<file path="src/rtl/pnu_pkg.sv">
package pnu_pkg;

    typedef enum logic [3:0] {
        BK_SEQ       = 4'd0,
        BK_JMP_LONG  = 4'd1,
        BK_JMP_PAGE  = 4'd2,
        BK_JMP_REL   = 4'd3,
        BK_JMP_IND   = 4'd4,
        BK_CALL_LONG = 4'd5,
        BK_CALL_PAGE = 4'd6,
        BK_IF_AZ     = 4'd7,
        BK_IF_ANZ    = 4'd8,
        BK_IF_C      = 4'd9,
        BK_IF_NC     = 4'd10,
        BK_IF_B      = 4'd11,
        BK_IF_NB     = 4'd12,
        BK_IF_CMPNE  = 4'd13,
        BK_IF_DECNZ  = 4'd14,
        BK_RSVD      = 4'd15
    } br_kind_e;

    typedef enum logic [2:0] {
        TG_FOLLOW,
        TG_ABS,
        TG_PAGE,
        TG_REL,
        TG_IND
    } tgt_sel_e;

    typedef enum logic [3:0] {
        CD_NEVER,
        CD_ALWAYS,
        CD_AZ,
        CD_ANZ,
        CD_C,
        CD_NC,
        CD_B,
        CD_NB,
        CD_NE,
        CD_DNZ
    } cond_sel_e;

    typedef struct packed {
        tgt_sel_e  tgt;
        cond_sel_e cnd;
        logic      call;
    } kind_info_t;

    function automatic kind_info_t decode_kind(input br_kind_e k);
        kind_info_t d;
        d.tgt  = TG_FOLLOW;
        d.cnd  = CD_NEVER;
        d.call = 1'b0;
        case (k)
            BK_JMP_LONG:  begin d.tgt = TG_ABS;  d.cnd = CD_ALWAYS; end
            BK_JMP_PAGE:  begin d.tgt = TG_PAGE; d.cnd = CD_ALWAYS; end
            BK_JMP_REL:   begin d.tgt = TG_REL;  d.cnd = CD_ALWAYS; end
            BK_JMP_IND:   begin d.tgt = TG_IND;  d.cnd = CD_ALWAYS; end
            BK_CALL_LONG: begin d.tgt = TG_ABS;  d.cnd = CD_ALWAYS; d.call = 1'b1; end
            BK_CALL_PAGE: begin d.tgt = TG_PAGE; d.cnd = CD_ALWAYS; d.call = 1'b1; end
            BK_IF_AZ:     begin d.tgt = TG_REL;  d.cnd = CD_AZ;  end
            BK_IF_ANZ:    begin d.tgt = TG_REL;  d.cnd = CD_ANZ; end
            BK_IF_C:      begin d.tgt = TG_REL;  d.cnd = CD_C;   end
            BK_IF_NC:     begin d.tgt = TG_REL;  d.cnd = CD_NC;  end
            BK_IF_B:      begin d.tgt = TG_REL;  d.cnd = CD_B;   end
            BK_IF_NB:     begin d.tgt = TG_REL;  d.cnd = CD_NB;  end
            BK_IF_CMPNE:  begin d.tgt = TG_REL;  d.cnd = CD_NE;  end
            BK_IF_DECNZ:  begin d.tgt = TG_REL;  d.cnd = CD_DNZ; end
            default:      begin d.tgt = TG_FOLLOW; d.cnd = CD_NEVER; end
        endcase
        return d;
    endfunction

endpackage

</file>
<file path="src/rtl/pnu_target.sv">
module pnu_target #(
    parameter int ADDR_W = 16,
    parameter int PAGE_W = 11,
    parameter int OFF_W  = 8,
    parameter int DATA_W = 8,
    parameter int LEN_W  = 2
) (
    input  logic [ADDR_W-1:0] cur_pc,
    input  logic [LEN_W-1:0]  instr_len,
    input  logic [PAGE_W-1:0] page_addr,
    input  logic [ADDR_W-1:0] abs_addr,
    input  logic [OFF_W-1:0]  rel_off,
    input  logic [DATA_W-1:0] acc,
    input  logic [ADDR_W-1:0] dptr,
    input  pnu_pkg::tgt_sel_e sel,
    output logic [ADDR_W-1:0] follow,
    output logic [ADDR_W-1:0] target
);
    localparam int HI_W  = ADDR_W - PAGE_W;
    localparam int EXT_W = ADDR_W - OFF_W;

    logic [ADDR_W-1:0] t_page;
    logic [ADDR_W-1:0] t_rel;
    logic [ADDR_W-1:0] t_ind;
    logic [ADDR_W-1:0] off_ext;

    assign follow  = cur_pc + ADDR_W'(instr_len);
    assign off_ext = {{EXT_W{rel_off[OFF_W-1]}}, rel_off};
    assign t_rel   = follow + off_ext;
    assign t_ind   = ADDR_W'(acc) + dptr;

    generate
        if (HI_W > 0) begin : g_paged
            assign t_page = {follow[ADDR_W-1:PAGE_W], page_addr};
        end else begin : g_flat
            assign t_page = page_addr[ADDR_W-1:0];
        end
    endgenerate

    always_comb begin
        case (sel)
            pnu_pkg::TG_ABS:  target = abs_addr;
            pnu_pkg::TG_PAGE: target = t_page;
            pnu_pkg::TG_REL:  target = t_rel;
            pnu_pkg::TG_IND:  target = t_ind;
            default:          target = follow;
        endcase
    end
endmodule

</file>
<file path="src/rtl/pnu_cond.sv">
module pnu_cond #(
    parameter int DATA_W = 8
) (
    input  pnu_pkg::cond_sel_e cnd,
    input  logic [DATA_W-1:0]  acc,
    input  logic               carry_in,
    input  logic               bit_in,
    input  logic [DATA_W-1:0]  cmp_a,
    input  logic [DATA_W-1:0]  cmp_b,
    input  logic [DATA_W-1:0]  dec_src,
    output logic               hit,
    output logic               lt,
    output logic [DATA_W-1:0]  dec_val
);
    logic acc_zero;
    logic [DATA_W-1:0] dec_raw;

    assign acc_zero = (acc == '0);
    assign dec_raw  = dec_src - DATA_W'(1);

    always_comb begin
        lt      = 1'b0;
        dec_val = '0;
        case (cnd)
            pnu_pkg::CD_ALWAYS: hit = 1'b1;
            pnu_pkg::CD_AZ:     hit = acc_zero;
            pnu_pkg::CD_ANZ:    hit = !acc_zero;
            pnu_pkg::CD_C:      hit = carry_in;
            pnu_pkg::CD_NC:     hit = !carry_in;
            pnu_pkg::CD_B:      hit = bit_in;
            pnu_pkg::CD_NB:     hit = !bit_in;
            pnu_pkg::CD_NE: begin
                hit = (cmp_a != cmp_b);
                lt  = (cmp_a < cmp_b);
            end
            pnu_pkg::CD_DNZ: begin
                hit     = (dec_raw != '0);
                dec_val = dec_raw;
            end
            default:            hit = 1'b0;
        endcase
    end
endmodule

</file>
<file path="src/rtl/pnu_push.sv">
module pnu_push #(
    parameter int ADDR_W = 16
) (
    input  logic              clk,
    input  logic              rst,
    input  logic              start,
    input  logic [ADDR_W-1:0] ret_addr,
    output logic              push_valid,
    output logic [7:0]        push_byte
);
    localparam int NB   = (ADDR_W + 7) / 8;
    localparam int SH_W = NB * 8;
    localparam int CW   = $clog2(NB + 1);

    logic [SH_W-1:0] shreg;
    logic [CW-1:0]   left;
    logic [SH_W-1:0] ret_pad;

    assign ret_pad = SH_W'(ret_addr);

    always_ff @(posedge clk) begin
        if (rst) begin
            shreg      <= '0;
            left       <= '0;
            push_valid <= 1'b0;
            push_byte  <= '0;
        end else if (start) begin
            push_valid <= 1'b1;
            push_byte  <= ret_pad[7:0];
            shreg      <= ret_pad >> 8;
            left       <= CW'(NB - 1);
        end else if (left != '0) begin
            push_valid <= 1'b1;
            push_byte  <= shreg[7:0];
            shreg      <= shreg >> 8;
            left       <= left - CW'(1);
        end else begin
            push_valid <= 1'b0;
        end
    end
endmodule

</file>
<file path="src/rtl/pc_next_unit.sv">
module pc_next_unit #(
    parameter int ADDR_W = 16,
    parameter int PAGE_W = 11,
    parameter int OFF_W  = 8,
    parameter int DATA_W = 8,
    parameter int LEN_W  = 2
) (
    input  logic              clk,
    input  logic              rst,
    input  logic              req_valid,
    input  logic [ADDR_W-1:0] cur_pc,
    input  logic [LEN_W-1:0]  instr_len,
    input  logic [3:0]        br_kind,
    input  logic [PAGE_W-1:0] page_addr,
    input  logic [ADDR_W-1:0] abs_addr,
    input  logic [OFF_W-1:0]  rel_off,
    input  logic [DATA_W-1:0] acc,
    input  logic [ADDR_W-1:0] dptr,
    input  logic              carry_in,
    input  logic              bit_in,
    input  logic [DATA_W-1:0] cmp_a,
    input  logic [DATA_W-1:0] cmp_b,
    input  logic [DATA_W-1:0] dec_src,
    output logic              out_valid,
    output logic [ADDR_W-1:0] next_pc,
    output logic              taken,
    output logic              call_out,
    output logic              cmp_carry,
    output logic [DATA_W-1:0] dec_out,
    output logic              push_valid,
    output logic [7:0]        push_byte
);
    import pnu_pkg::*;

    kind_info_t        info;
    logic [ADDR_W-1:0] follow;
    logic [ADDR_W-1:0] target;
    logic              hit;
    logic              lt;
    logic [DATA_W-1:0] dec_val;
    logic              call_start;

    assign info = decode_kind(br_kind_e'(br_kind));

    pnu_target #(
        .ADDR_W(ADDR_W), .PAGE_W(PAGE_W), .OFF_W(OFF_W),
        .DATA_W(DATA_W), .LEN_W(LEN_W)
    ) tgt_i (
        .cur_pc    (cur_pc),
        .instr_len (instr_len),
        .page_addr (page_addr),
        .abs_addr  (abs_addr),
        .rel_off   (rel_off),
        .acc       (acc),
        .dptr      (dptr),
        .sel       (info.tgt),
        .follow    (follow),
        .target    (target)
    );

    pnu_cond #(.DATA_W(DATA_W)) cond_i (
        .cnd      (info.cnd),
        .acc      (acc),
        .carry_in (carry_in),
        .bit_in   (bit_in),
        .cmp_a    (cmp_a),
        .cmp_b    (cmp_b),
        .dec_src  (dec_src),
        .hit      (hit),
        .lt       (lt),
        .dec_val  (dec_val)
    );

    assign call_start = req_valid && info.call;

    pnu_push #(.ADDR_W(ADDR_W)) push_i (
        .clk        (clk),
        .rst        (rst),
        .start      (call_start),
        .ret_addr   (follow),
        .push_valid (push_valid),
        .push_byte  (push_byte)
    );

    always_ff @(posedge clk) begin
        if (rst) begin
            out_valid <= 1'b0;
            next_pc   <= '0;
            taken     <= 1'b0;
            call_out  <= 1'b0;
            cmp_carry <= 1'b0;
            dec_out   <= '0;
        end else if (req_valid) begin
            out_valid <= 1'b1;
            next_pc   <= hit ? target : follow;
            taken     <= hit;
            call_out  <= info.call;
            cmp_carry <= lt;
            dec_out   <= dec_val;
        end else begin
            out_valid <= 1'b0;
        end
    end
endmodule

</file>
<file path="config.mk">
export PLATFORM = sky130hd
export DESIGN_NAME = pc_next_unit
export DESIGN_NICKNAME = d
export VERILOG_FILES = /design/src/rtl/pnu_pkg.sv /design/src/rtl/pnu_target.sv /design/src/rtl/pnu_cond.sv /design/src/rtl/pnu_push.sv /design/src/rtl/pc_next_unit.sv
export SDC_FILE = /design/constraint.sdc
export NUM_CORES = 1
export LEC_CHECK = 0
export ABC_AREA = 1
export BUFFER_PORTS_ARGS = -buffer_cell sky130_fd_sc_hd__buf_2
export CAP_MARGIN = 0
export CORE_MARGIN = 2
export CORE_UTILIZATION = 49
export CTS_BUF_LIST = sky130_fd_sc_hd__clkbuf_16
export CTS_CLUSTER_SIZE = 24
export DETAILED_ROUTE_END_ITERATION = 10
export PLACE_DENSITY = 0.79
export SETUP_SLACK_MARGIN = 0.2
export SYNTH_ARGS = -nofsm -noshare
export SYNTH_HDL_FRONTEND = slang
export SYNTH_HIERARCHICAL = 1
export SYNTH_SLANG_ARGS = --single-unit
export TNS_END_PERCENT = 5
</file>
<file path="constraint.sdc">
create_clock -name clk -period 3.9 [get_ports clk]
set_input_delay 1.17 -clock clk [delete_from_list [all_inputs] [get_ports clk]]
set_output_delay 1.17 -clock clk [all_outputs]
set_load 0.005 [all_outputs]
</file>
; Word-level counts from Yosys, hierarchy flattened
; Cells that the tools add are included.
[totals]
reg_bits = 47
wordCells = 73
in_bits = 110
[classes]
n_eq_ne = 28
add_sub_neg = 5
n_reduce_logical = 12
muxes = 16
order_cmp = 1
[ops]
columns = op, n
row1 = $pmux 7 s12, 1
row2 = $pmux 16 s4, 1
row3 = $mux 8, 5
row4 = $eq 4x4->1 const B, 9
row5 = $eq 4x3->1 const B, 8
row6 = $add 16x16->16, 1
row7 = $add 16x2->16, 1
row8 = $add 8x16->16, 1
row9 = $eq 4x2->1 const B, 4
row10 = $mux 16, 1
row11 = $pmux 1 s9, 1
row12 = $eq 4x1->1 const B, 2
row13 = $logic_not 8->1, 1
row14 = $lt 8x8->1, 1
row15 = $ne 8x8->1, 1
row16 = $reduce_bool 8->1, 1
row17 = $reduce_or 2->1, 4
row18 = $sub 8x1->8 const B, 1
row19 = $mux 1, 7
row20 = $eq 3x2->1 const B, 2
row21 = $reduce_bool 2->1, 2
row22 = $eq 3x1->1 const B, 1
row23 = $eq 3x3->1 const B, 1
row24 = $logic_not 1->1, 3
row25 = other kinds (2), 2

; Depth between registers and ports, before layout
; Gate-level depths: netlist of the first run.
[depth]
word_depth = 6
mapped_depth = 24

; By module
; The synthesis of the first run kept the hierarchy.
[modules_own_cells]
columns = mod, area_each_um2, n_inst, cells_per_inst
row1 = pnu_target, 2473.6, 1, 457
row2 = pc_next_unit, 1247.4, 1, 165
row3 = pnu_push, 869.6, 1, 111
row4 = pnu_cond, 569.3, 1, 110

; Worst setup path after synthesis of the first run
; Ideal clock, no wire load.
[synth_timing]
kind = input-to-reg
from = in cur_pc[0]
to = reg next_pc[13]
cell_stages = 20
n_path_buf = 0
setup_slack_ns = 0.085
arrival_ns = 3.695
t_required_ns = 3.780
cell_sequence = ha_1 -> inv_1 -> fa_1 -> nor2_2 -> nand2_1 -> inv_2 -> a21oi_1 -> or2_2 -> inv_2 -> ha_1 -> nand2_1 -> inv_1 -> a21oi_1 -> nor2_1 -> nor3_1 -> nand3_1 -> nand3_1 -> nand4_2 -> a21oi_1 -> a21oi_1
[synth_between]
elab_chain_cells = 4
[synth_lines]
columns = item, line
row1 = "start, declared", pc_next_unit.sv:11  ; input logic [ADDR_W-1:0] cur_pc,
row2 = $add 16x2->16, pnu_target.sv:27  ; assign follow = cur_pc + ADDR_W'(instr_len);
row3 = via follow[8], pc_next_unit.sv:36  ; logic [ADDR_W-1:0] follow;
row4 = $add 16x16->16, pnu_target.sv:29  ; assign t_rel = follow + off_ext;
row5 = $pmux 16 s4, pnu_target.sv:41  ; case (sel)
row6 = via target[13], pc_next_unit.sv:37  ; logic [ADDR_W-1:0] target;
row7 = $mux 16, pc_next_unit.sv:95  ; next_pc <= hit ? target : follow;
row8 = "end signal, assigned", pc_next_unit.sv:95
row9 = "end, declared", pc_next_unit.sv:25  ; output logic [ADDR_W-1:0] next_pc,
; The timed path passes the listed nets, and every way through them passes these cells.
; A chain may end at the register's enable or synchronous reset.

; Worst setup path in the final report of the first run
[layout_timing]
from = in cur_pc[1]
to = reg next_pc[10]
; Same word-level chain as after synthesis.

==> impl_metrics.json, run 1 <==
{
  "status": "completed",
  "drt_pre_antenna_iters": 5,
  "power_density_mw_per_mm2": 290.4,
  "fin_crit_sh": 0.9208,
  "setup_slack_ps": 308.8,
  "synth-seq-cells": 47,
  "final.setup.tns_ps": 0,
  "core_sq_mm": 0.01028,
  "synth-seq-area-share": 0.1823,
  "relSlewSlack": 0.6453,
  "post-route-min-period_ps": 3591,
  "synth_area_leaders": "dfxtp_1 18%, nand2_1 17%, ha_1 9.2%, inv_1 7.4%, nand3_1 7.2%",
  "combPwrFrac": 0.457,
  "hold_violations": 0,
  "clock_skew_ps": 4.344,
  "worstHoldStart": "push_i/left[1]",
  "r2r_start": "push_i/left[0]",
  "hold_buffers": 0,
  "fmax_mhz": 278.5,
  "switchingPower_uw": 751.3,
  "detail_route.vias_per_cell": 5.487,
  "start_kind": "input port",
  "drt_wl_total_um": 17180,
  "synth.most_common_cell": "nand2_1",
  "clkPwrFrac": 0.257,
  "reg2reg_slack_ps": 2260,
  "yosysWarnings": 6,
  "synth_fp_nets": 994,
  "die-area_sq_mm": 0.01137,
  "maxSlewViolCount": 0,
  "end_kind": "register",
  "swShare": 0.3945,
  "ir_drop_v": 0.0002904,
  "core.rowCount": 37,
  "grt_max_degree": 29,
  "placedCellCount": 1135,
  "grt_overflow": 0,
  "finish.utilization": 0.6381,
  "cts_buffers": 5,
  "synth_edf_count": 0,
  "grt_pass1_wl_um": 26880,
  "criticalPathCategory": "input port to register",
  "clock_latency_ps": 280,
  "ant_nets": 0,
  "setup_viol": 0,
  "cts_root_buf": "clkbuf_16",
  "synthFlopType": "dfxtp_1",
  "finalPower_uw": 1904,
  "cts_max_level": 2,
  "syn_area_sq_mm": 0.005160,
  "synth_top_area_frac": 0.1823,
  "fin_nets": 1159,
  "max_cap_viol_count": 0,
  "leakage_uw": 0.003393,
  "drc": 0,
  "hold_class": "register to register",
  "final_cells": 1145,
  "cts_tree": "built",
  "antenna_found_initial": 0,
  "area_growth_pct": 27.09,
  "power.share.sequential": 0.286,
  "syn_area_per_cell_sq_um": 6.121,
  "internal_power_uw": 1153,
  "r2r_cells": 6,
  "ios": 147,
  "tightest_slew_ps": 531.4,
  "diodes": 0,
  "synthCells": 843,
  "port_buffers": 146,
  "reg2reg_to": "push_i/shreg[4]",
  "path_max_fanout": 5,
  "drt_iter0_drc": 544,
  "routabilityCongestion": 0.9882,
  "synth.distinct_cells": 48,
  "place_ws_ps": -96.73,
  "cts_buffer_depth": 2,
  "fp.dieW_um": 106.6,
  "drive_gt1_frac": 0.2785,
  "whs_endpoint": "push_i/left[1]",
  "wire_per_inst_um": 15.00,
  "required_ps": 4060,
  "rsz0062_at_grt": "true",
  "grt_util_all_layers": 0.2911,
  "clock-sinks": 47,
  "num_vias": 6283,
  "dp_hpwl_um": 13130,
  "fp.dieH_um": 106.6,
  "holdPathStages": 2,
  "cp.arrival_ps": 3750,
  "async_flop_share": 0,
  "start_util": 0.5021,
  "clk_pin_slew_ps": 70,
  "grt_pass1_vias": 5596,
  "yosys.area.top_type": "dfxtp_1",
  "synth_common_cells": "227 x nand2_1, 102 x inv_1, 78 x nor2_1"
}
## sequential cells by signal (all words and copies together) (netlist names)
name and flops:
next_pc 16, dec_out 8, push_i/push_byte 8, push_i/shreg 8, push_i/left 2, call_out 1
cmp_carry 1, out_valid 1, push_i/push_valid 1, taken 1
## cells by family (layout without fill, tap and decap cells)
| kind of cell | count (synthesis) | in the layout | share of synthesized area |
|---|---|---|---|
| AO/OA/AOI/OAI | 153 | 153 | 0.1676 |
| XOR/XNOR | 12 | 12 | 0.02182 |
| adder cells (fa/ha/maj) | 41 | 41 | 0.1038 |
| buffers and inverters | 136 | 302 | 0.1232 |
| flip-flops | 47 | 47 | 0.1823 |
| AND/OR/NAND/NOR | 454 | 454 | 0.4013 |
## routing by layer
| layer | track usage | up-vias | wire length (um) |
|---|---|---|---|
| met5 | 0 | - | 0 |
| met4 | 0.06865 | 0 | 425 |
| met3 | 0.03891 | 36 | 1585 |
| met2 | 0.4914 | 321 | 7914 |
| met1 | 0.3942 | 2813 | 7252 |
| li1 | - | 3113 | - |
## power by group through the flow
stage,clock network [uW],logic (uW),registers (uW)
2_1_floorplan,0,543,554
3_3_place_gp,0,787,553
3_5_place_dp,0,787,554
4_1_cts,493,796,543
5_1_grt,512,960,547
6_report,490,871,544
## stage by stage
step                hold slack, ps  area, sq um
detailed placement           449.0         6132
global placement             443.2         6132
CTS                          457.9         6305
finish                       454.3         6558
global route                 497.2         6558
floorplan                    431.0         5181
## repair_timing
action                     in CTS  in global routing
pin swaps                       0                 27
gates resized for setup         1                 55
setup endpoints to repair       1                 10
setup buffers                   0                  2
## layout by cell type (no fill, tap or decap), types with 30 or more instances in the layout
| master | Yosys | final |
|---|---|---|
| o21ai_0 | 42 | 40 |
| a21oi_1 | 73 | 63 |
| buf_2 | 8 | 144 |
| nand3_1 | 74 | 74 |
| nor2_1 | 78 | 76 |
| dfxtp_1 | 47 | 47 |
| inv_1 | 102 | 97 |
| ha_1 | 38 | 30 |
| nand2_1 | 227 | 213 |
| buf_4 | 3 | 33 |
## final cells by class
class	instances	area (sq um)
clock inverter	3	42.54
inverter	115	452.9
multi-input combinational	660	3835
tap	136	170.2
fill	996	3720
sequential	47	940.9
timing repair buffer	179	991.0
clock buffer	5	125.1
## worst max-delay path by stage
stage	from	end	slack (ps)	depth (start not counted)
floorplan	cur_pc[0]	next_pc[13]	210	20
finish	cur_pc[1]	next_pc[10]	310	17
CTS	cur_pc[0]	next_pc[7]	210	20
global route	cur_pc[1]	next_pc[8]	160	16
detailed placement	cur_pc[0]	next_pc[13]	-100	21
global placement	cur_pc[0]	next_pc[10]	-90	20
## worst max-delay path, stage by stage
cell	delay (ps)
buf_2	110
ha_1	280
nand3_1	100
nand2_2	120
xor2_1	170
inv_1	120
ha_1	380
a21oi_1	260
o21ai_4	120
nand2_1	110
nand2_4	80
a21oi_2	140
nand2_1	60
nand3_1	70
nand4_1	160
a21oi_2	200
a21oi_1	90
(Power assumes the default switching activity.)
==> inputs of run 2 (changes only) <==
Clock period 3.9 ns to 3.2 ns, I/O delays scaled along.
==> impl_metrics.json, run 2 (synthesis gave the netlist of run 1 again) <==
{
  "status": "finished with violations",
  "violations": "negative setup slack",
  "maxSlewViolCount": 0,
  "start_kind": "input port",
  "setup_slack_ps": -279.8,
  "cts_root_buf": "clkbuf_16",
  "cts_buffer_depth": 2,
  "criticalPathCategory": "input port to register",
  "grt.met3_usage": 0.07842,
  "holdPathStages": 2,
  "r2r_cells": 6,
  "drive_gt1_frac": 0.3305,
  "end_kind": "register",
  "area_growth_pct": 35.72,
  "num_vias": 6468,
  "core.rowCount": 37,
  "ios": 147,
  "wire_per_inst_um": 15.12,
  "hold_class": "register to register",
  "final.setup.tns_ps": -948.8,
  "reg2reg_to": "push_i/shreg[2]",
  "hold_buffers": 0,
  "met2_usage": 0.4818,
  "layout_commonest_cell": "nand2_1",
  "leakage_uw": 0.003627,
  "start_util": 0.5021,
  "cp.arrival_ps": 3660,
  "reg2reg_slack_ps": 1600,
  "largest_reg_flops": 16,
  "fin_crit_sh": 1.087,
  "busiest_layer": "met2",
  "power_density_mw_per_mm2": 348.0,
  "diodes": 0,
  "max_cap_viol_count": 0,
  "whs_endpoint": "push_i/left[1]",
  "routabilityCongestion": 1.036,
  "grt_max_degree": 29,
  "fmax_mhz": 287.4,
  "dp_hpwl_um": 13600,
  "clk_pin_slew_ps": 70,
  "core_sq_mm": 0.01028,
  "clock_skew_ps": 7.803,
  "antenna_found_initial": 0,
  "drt_pre_antenna_iters": 5,
  "worstHoldStart": "push_i/left[1]",
  "rsz0062_at_grt": "true",
  "ir_drop_v": 0.0004262,
  "fp.dieH_um": 106.6,
  "cts_max_level": 2,
  "r2r_start": "push_i/left[0]",
  "setup_viol": 9,
  "detail_route.vias_per_cell": 5.440,
  "largest_register": "next_pc",
  "cts_tree": "built",
  "relSlewSlack": 0.4745,
  "grt_util_all_layers": 0.3043,
  "final_cell_mix": "206 x nand2_1, 144 x buf_2, 95 x inv_1",
  "clock_latency_ps": 290,
  "grt_use_met1": 0.3811,
  "fp.dieW_um": 106.6,
  "ant_nets": 0,
  "hold_violations": 0,
  "port_buffers": 146,
  "tightest_slew_ps": 785.7,
  "grt_overflow": 0,
  "grt_pass1_vias": 6004,
  "post-route-min-period_ps": 3480,
  "drc": 0,
  "cts_buffers": 5,
  "drt_wl_total_um": 17980,
  "drt_iter0_drc": 545,
  "die-area_sq_mm": 0.01137,
  "grt_pass1_wl_um": 28000,
  "required_ps": 3380,
  "clock-sinks": 47,
  "timing.hold.ws_ps": 461.7,
  "fin_nets": 1203,
  "path_max_fanout": 3
}
run 2: layout make-up:
| cell class | count | area, sq um |
|---|---|---|
| Clock buffer | 5 | 125.1 |
| Clock inverter | 3 | 47.55 |
| Fill cell | 928 | 3274 |
| Inverter | 115 | 455.4 |
| Multi-Input combinational cell | 660 | 3931 |
| Sequential cell | 47 | 940.9 |
| Tap cell | 136 | 170.2 |
| Timing Repair Buffer | 223 | 1333 |
run 2: per-layer routing:
layer / vias up / part of all wire
li1: 3197 / -
met3: 62 / 0.094
met1: 2910 / 0.40
met5: - / 0
met2: 299 / 0.46
met4: 0 / 0.050
run 2: critical path, cell delays in order:
cell and delay [ps]:
buf_6 70, ha_4 120, inv_2 30, fa_2 380, nor2_4 110, nand2_2 80, inv_2 90, nand3_4 90
nor2_1 170, nand2_1 100, and2_4 180, ha_4 260, nand2_4 90, inv_1 50, a21oi_2 110, nand2_1 60
inv_1 70, nand2_2 60, inv_1 50, nand2_1 70, nand3_2 80, nand4_1 120, a21oi_1 170, a21oi_1 80
run 2: worst max path at each step:
| stage | from | to | depth (start not counted) |
|---|---|---|---|
| 3_3_place_gp | cur_pc[0] | next_pc[15] | 21 |
| 5_1_grt | instr_len[0] | next_pc[15] | 23 |
| 2_1_floorplan | cur_pc[0] | next_pc[13] | 20 |
| 4_1_cts | instr_len[1] | next_pc[8] | 16 |
| 6_report | instr_len[0] | next_pc[15] | 24 |
| 3_5_place_dp | cur_pc[0] | next_pc[13] | 21 |
run 2: what timing repair did:
item | in CTS | in global routing
setup buffers | 2 | 4
pin swaps | 49 | 24
setup endpoints to repair | 14 | 15
gates resized for setup | 48 | 26
run 2: through the flow:
step / cells / instance area [sq um] / power [uW] / setup WS, ps / utilization
floorplan: 843 / 5211 / 1341 / -213.5 / -
global placement: 1175 / 6462 / 1706 / -474.2 / 0.6288
detailed placement: 1175 / 6462 / 1720 / -510.8 / 0.6288
CTS: 1185 / 6849 / 2380 / -40.72 / 0.6664
global route: 1189 / 7003 / 2576 / -372.4 / 0.6814
finish: 1189 / 7003 / 2437 / -279.8 / 0.6814
run 2: power by group:
group	total [uW]	internal [uW]	switching (uW)	leakage, uW
sequential	664	638	26.2	0.000386
clock	608	373	235	0.0000844
combinational	1170	470	695	0.00316
==> inputs of run 3 (changes only) <==
Settings changed: BUFFER_PORTS_ARGS -buffer_cell sky130_fd_sc_hd__buf_2 to not set, CORE_UTILIZATION 49 to 55, DONT_BUFFER_PORTS set to 1, PLACE_DENSITY 0.79 to 0.7.
Clock period 3.2 ns to 4.5 ns, I/O delays scaled along.
==> impl_metrics.json, run 3 (synthesis gave the netlist of run 1 again) <==
{
  "drive_gt1_frac": 0.08124,
  "largest_register": "next_pc",
  "r2r_start": "push_i/left[0]",
  "cts_max_level": 2,
  "grt.met3_usage": 0.06796,
  "cp_common_cell": "a21oi_1",
  "ios": 147,
  "final.fill_count": 917,
  "busiest_layer": "met2",
  "worstHoldStart": "push_i/left[1]",
  "num_vias": 5456,
  "max_cap_viol_count": 0,
  "holdPathStages": 2,
  "grt_use_met1": 0.3981,
  "tightest_slew_ps": 721.2,
  "area_growth_pct": 3.371,
  "cts_buffer_depth": 2,
  "drt_pre_antenna_iters": 4,
  "grt_util_all_layers": 0.3097,
  "status": "completed",
  "clock_skew_ps": 7.725,
  "relSlewSlack": 0.5187,
  "fp.dieW_um": 100.9,
  "criticalPathCategory": "input port to register",
  "cts_tree": "built",
  "setup_viol": 0,
  "power_density_mw_per_mm2": 265.6,
  "ant_nets": 0,
  "critPathLaunch": "cur_pc[0]",
  "cp_cell_sequence": "ha_1 > inv_1 > fa_1 > nor2_2 > nand2_1 > inv_2 > a21oi_1 > or2_2 > inv_2 > ha_1 > nand2_1 > inv_1 > a21oi_1 > nor2_1 > nor3_2 > nand3_1 > nand3_1 > nand4_2 > a21oi_1 > a21oi_1",
  "cts_root_buf": "clkbuf_16",
  "multi_input_area_sq_mm": 0.003603,
  "layout_commonest_cell": "nand2_1",
  "wire_per_inst_um": 16.61,
  "path_max_fanout": 5,
  "grt_pass1_wl_um": 25050,
  "regArea_sq_um": 940.9,
  "clock-sinks": 47,
  "cts_buffers": 5,
  "setup_slack_ps": 412.5,
  "hold_class": "register to register",
  "r2r_cells": 6,
  "leakage_uw": 0.002608,
  "drc": 0,
  "maxSlewViolCount": 0,
  "cp.arrival_ps": 4260,
  "port_buffers": 0,
  "ir_drop_v": 0.0003578,
  "start_util": 0.5638,
  "grt_pass1_vias": 5154,
  "place_ws_ps": 68.97,
  "fin_crit_sh": 0.9083,
  "core.rowCount": 35,
  "die-area_sq_mm": 0.01017,
  "routabilityCongestion": 1.056,
  "largest_reg_flops": 16,
  "rsz0062_at_grt": "true",
  "slowest_stage": "fa_1",
  "drt_wl_total_um": 15750,
  "dp_hpwl_um": 12720,
  "fp.dieH_um": 100.9,
  "hold_violations": 0,
  "fmax_mhz": 244.6,
  "required_ps": 4680,
  "final_cell_mix": "226 x nand2_1, 101 x inv_1, 78 x nor2_1",
  "diodes": 0,
  "met2_usage": 0.5031,
  "reg2reg_to": "push_i/shreg[4]",
  "detail_route.vias_per_cell": 5.755,
  "final.setup.tns_ps": 0,
  "drt_iter0_drc": 330,
  "antenna_found_initial": 0,
  "grt_overflow": 0,
  "post-route-min-period_ps": 4087,
  "start_kind": "input port",
  "core_sq_mm": 0.009153,
  "whs_endpoint": "push_i/left[1]",
  "max_stage_delay_ps": 410,
  "grt_max_degree": 29,
  "fin_nets": 987,
  "end_kind": "register",
  "reg2reg_slack_ps": 2950,
  "clk_pin_slew_ps": 70,
  "clock_latency_ps": 290
}
run 3: final cells by class:
class                      instances  share of cell area
sequential                        47              0.1764
clock inverter                     3            0.003753
inverter                         115             0.08492
tap                              111             0.02604
timing repair buffer               7            0.009852
clock buffer                       5             0.02346
multi-input combinational        660              0.6756
run 3: per-layer routing:
metal  share of wire  vias up
met5               0        -
met4           0.035        0
met3           0.079       37
met2            0.46      189
met1            0.43     2466
li1                -     2764
run 3: per-stage QoR:
step                        util  cell area (sq um)  hold WS [ps]  total power (uW)  instances
after floorplan                -               5160         431.0             947.9        843
after global placement    0.5647               5169         443.2              1041        940
after detailed placement  0.5647               5169         455.7              1051        940
after CTS                 0.5806               5314         467.8              1413        948
after global routing      0.5828               5334         492.2              1511        948
final                     0.5828               5334         464.3              1417        948
run 3: how the worst max path moves through the flow:
stage                  endpoint  cells after the start  slack (ps)
floorplan           next_pc[13]                     20         510
global placement     next_pc[8]                     19         250
detailed placement  next_pc[13]                     20          70
CTS                 next_pc[13]                     20         370
global route        next_pc[13]                     20         170
finish              next_pc[13]                     20         410
run 3: repair_timing:
action,4_1_cts,5_1_grt
gates resized for setup,0,4
setup buffers,0,0
endpoints found under the setup margin,0,4
hold buffers,0,0
run 3: worst max-delay path: cells and delay by family:
kind,cells,cell delay (ps)
and+or+nand+nor,9,1200
adders and majority gates,3,850
AOI/OAI and AO/OA,4,520
buffers and inverters,4,330
run 3: report_power, final:
| part | internal [uW] | switching (uW) | total (uW) |
|---|---|---|---|
| clock network | 205 | 155 | 359 |
| registers | 454 | 28.1 | 482 |
| logic | 191 | 384 | 575 |
| total | 849 | 567 | 1420 |
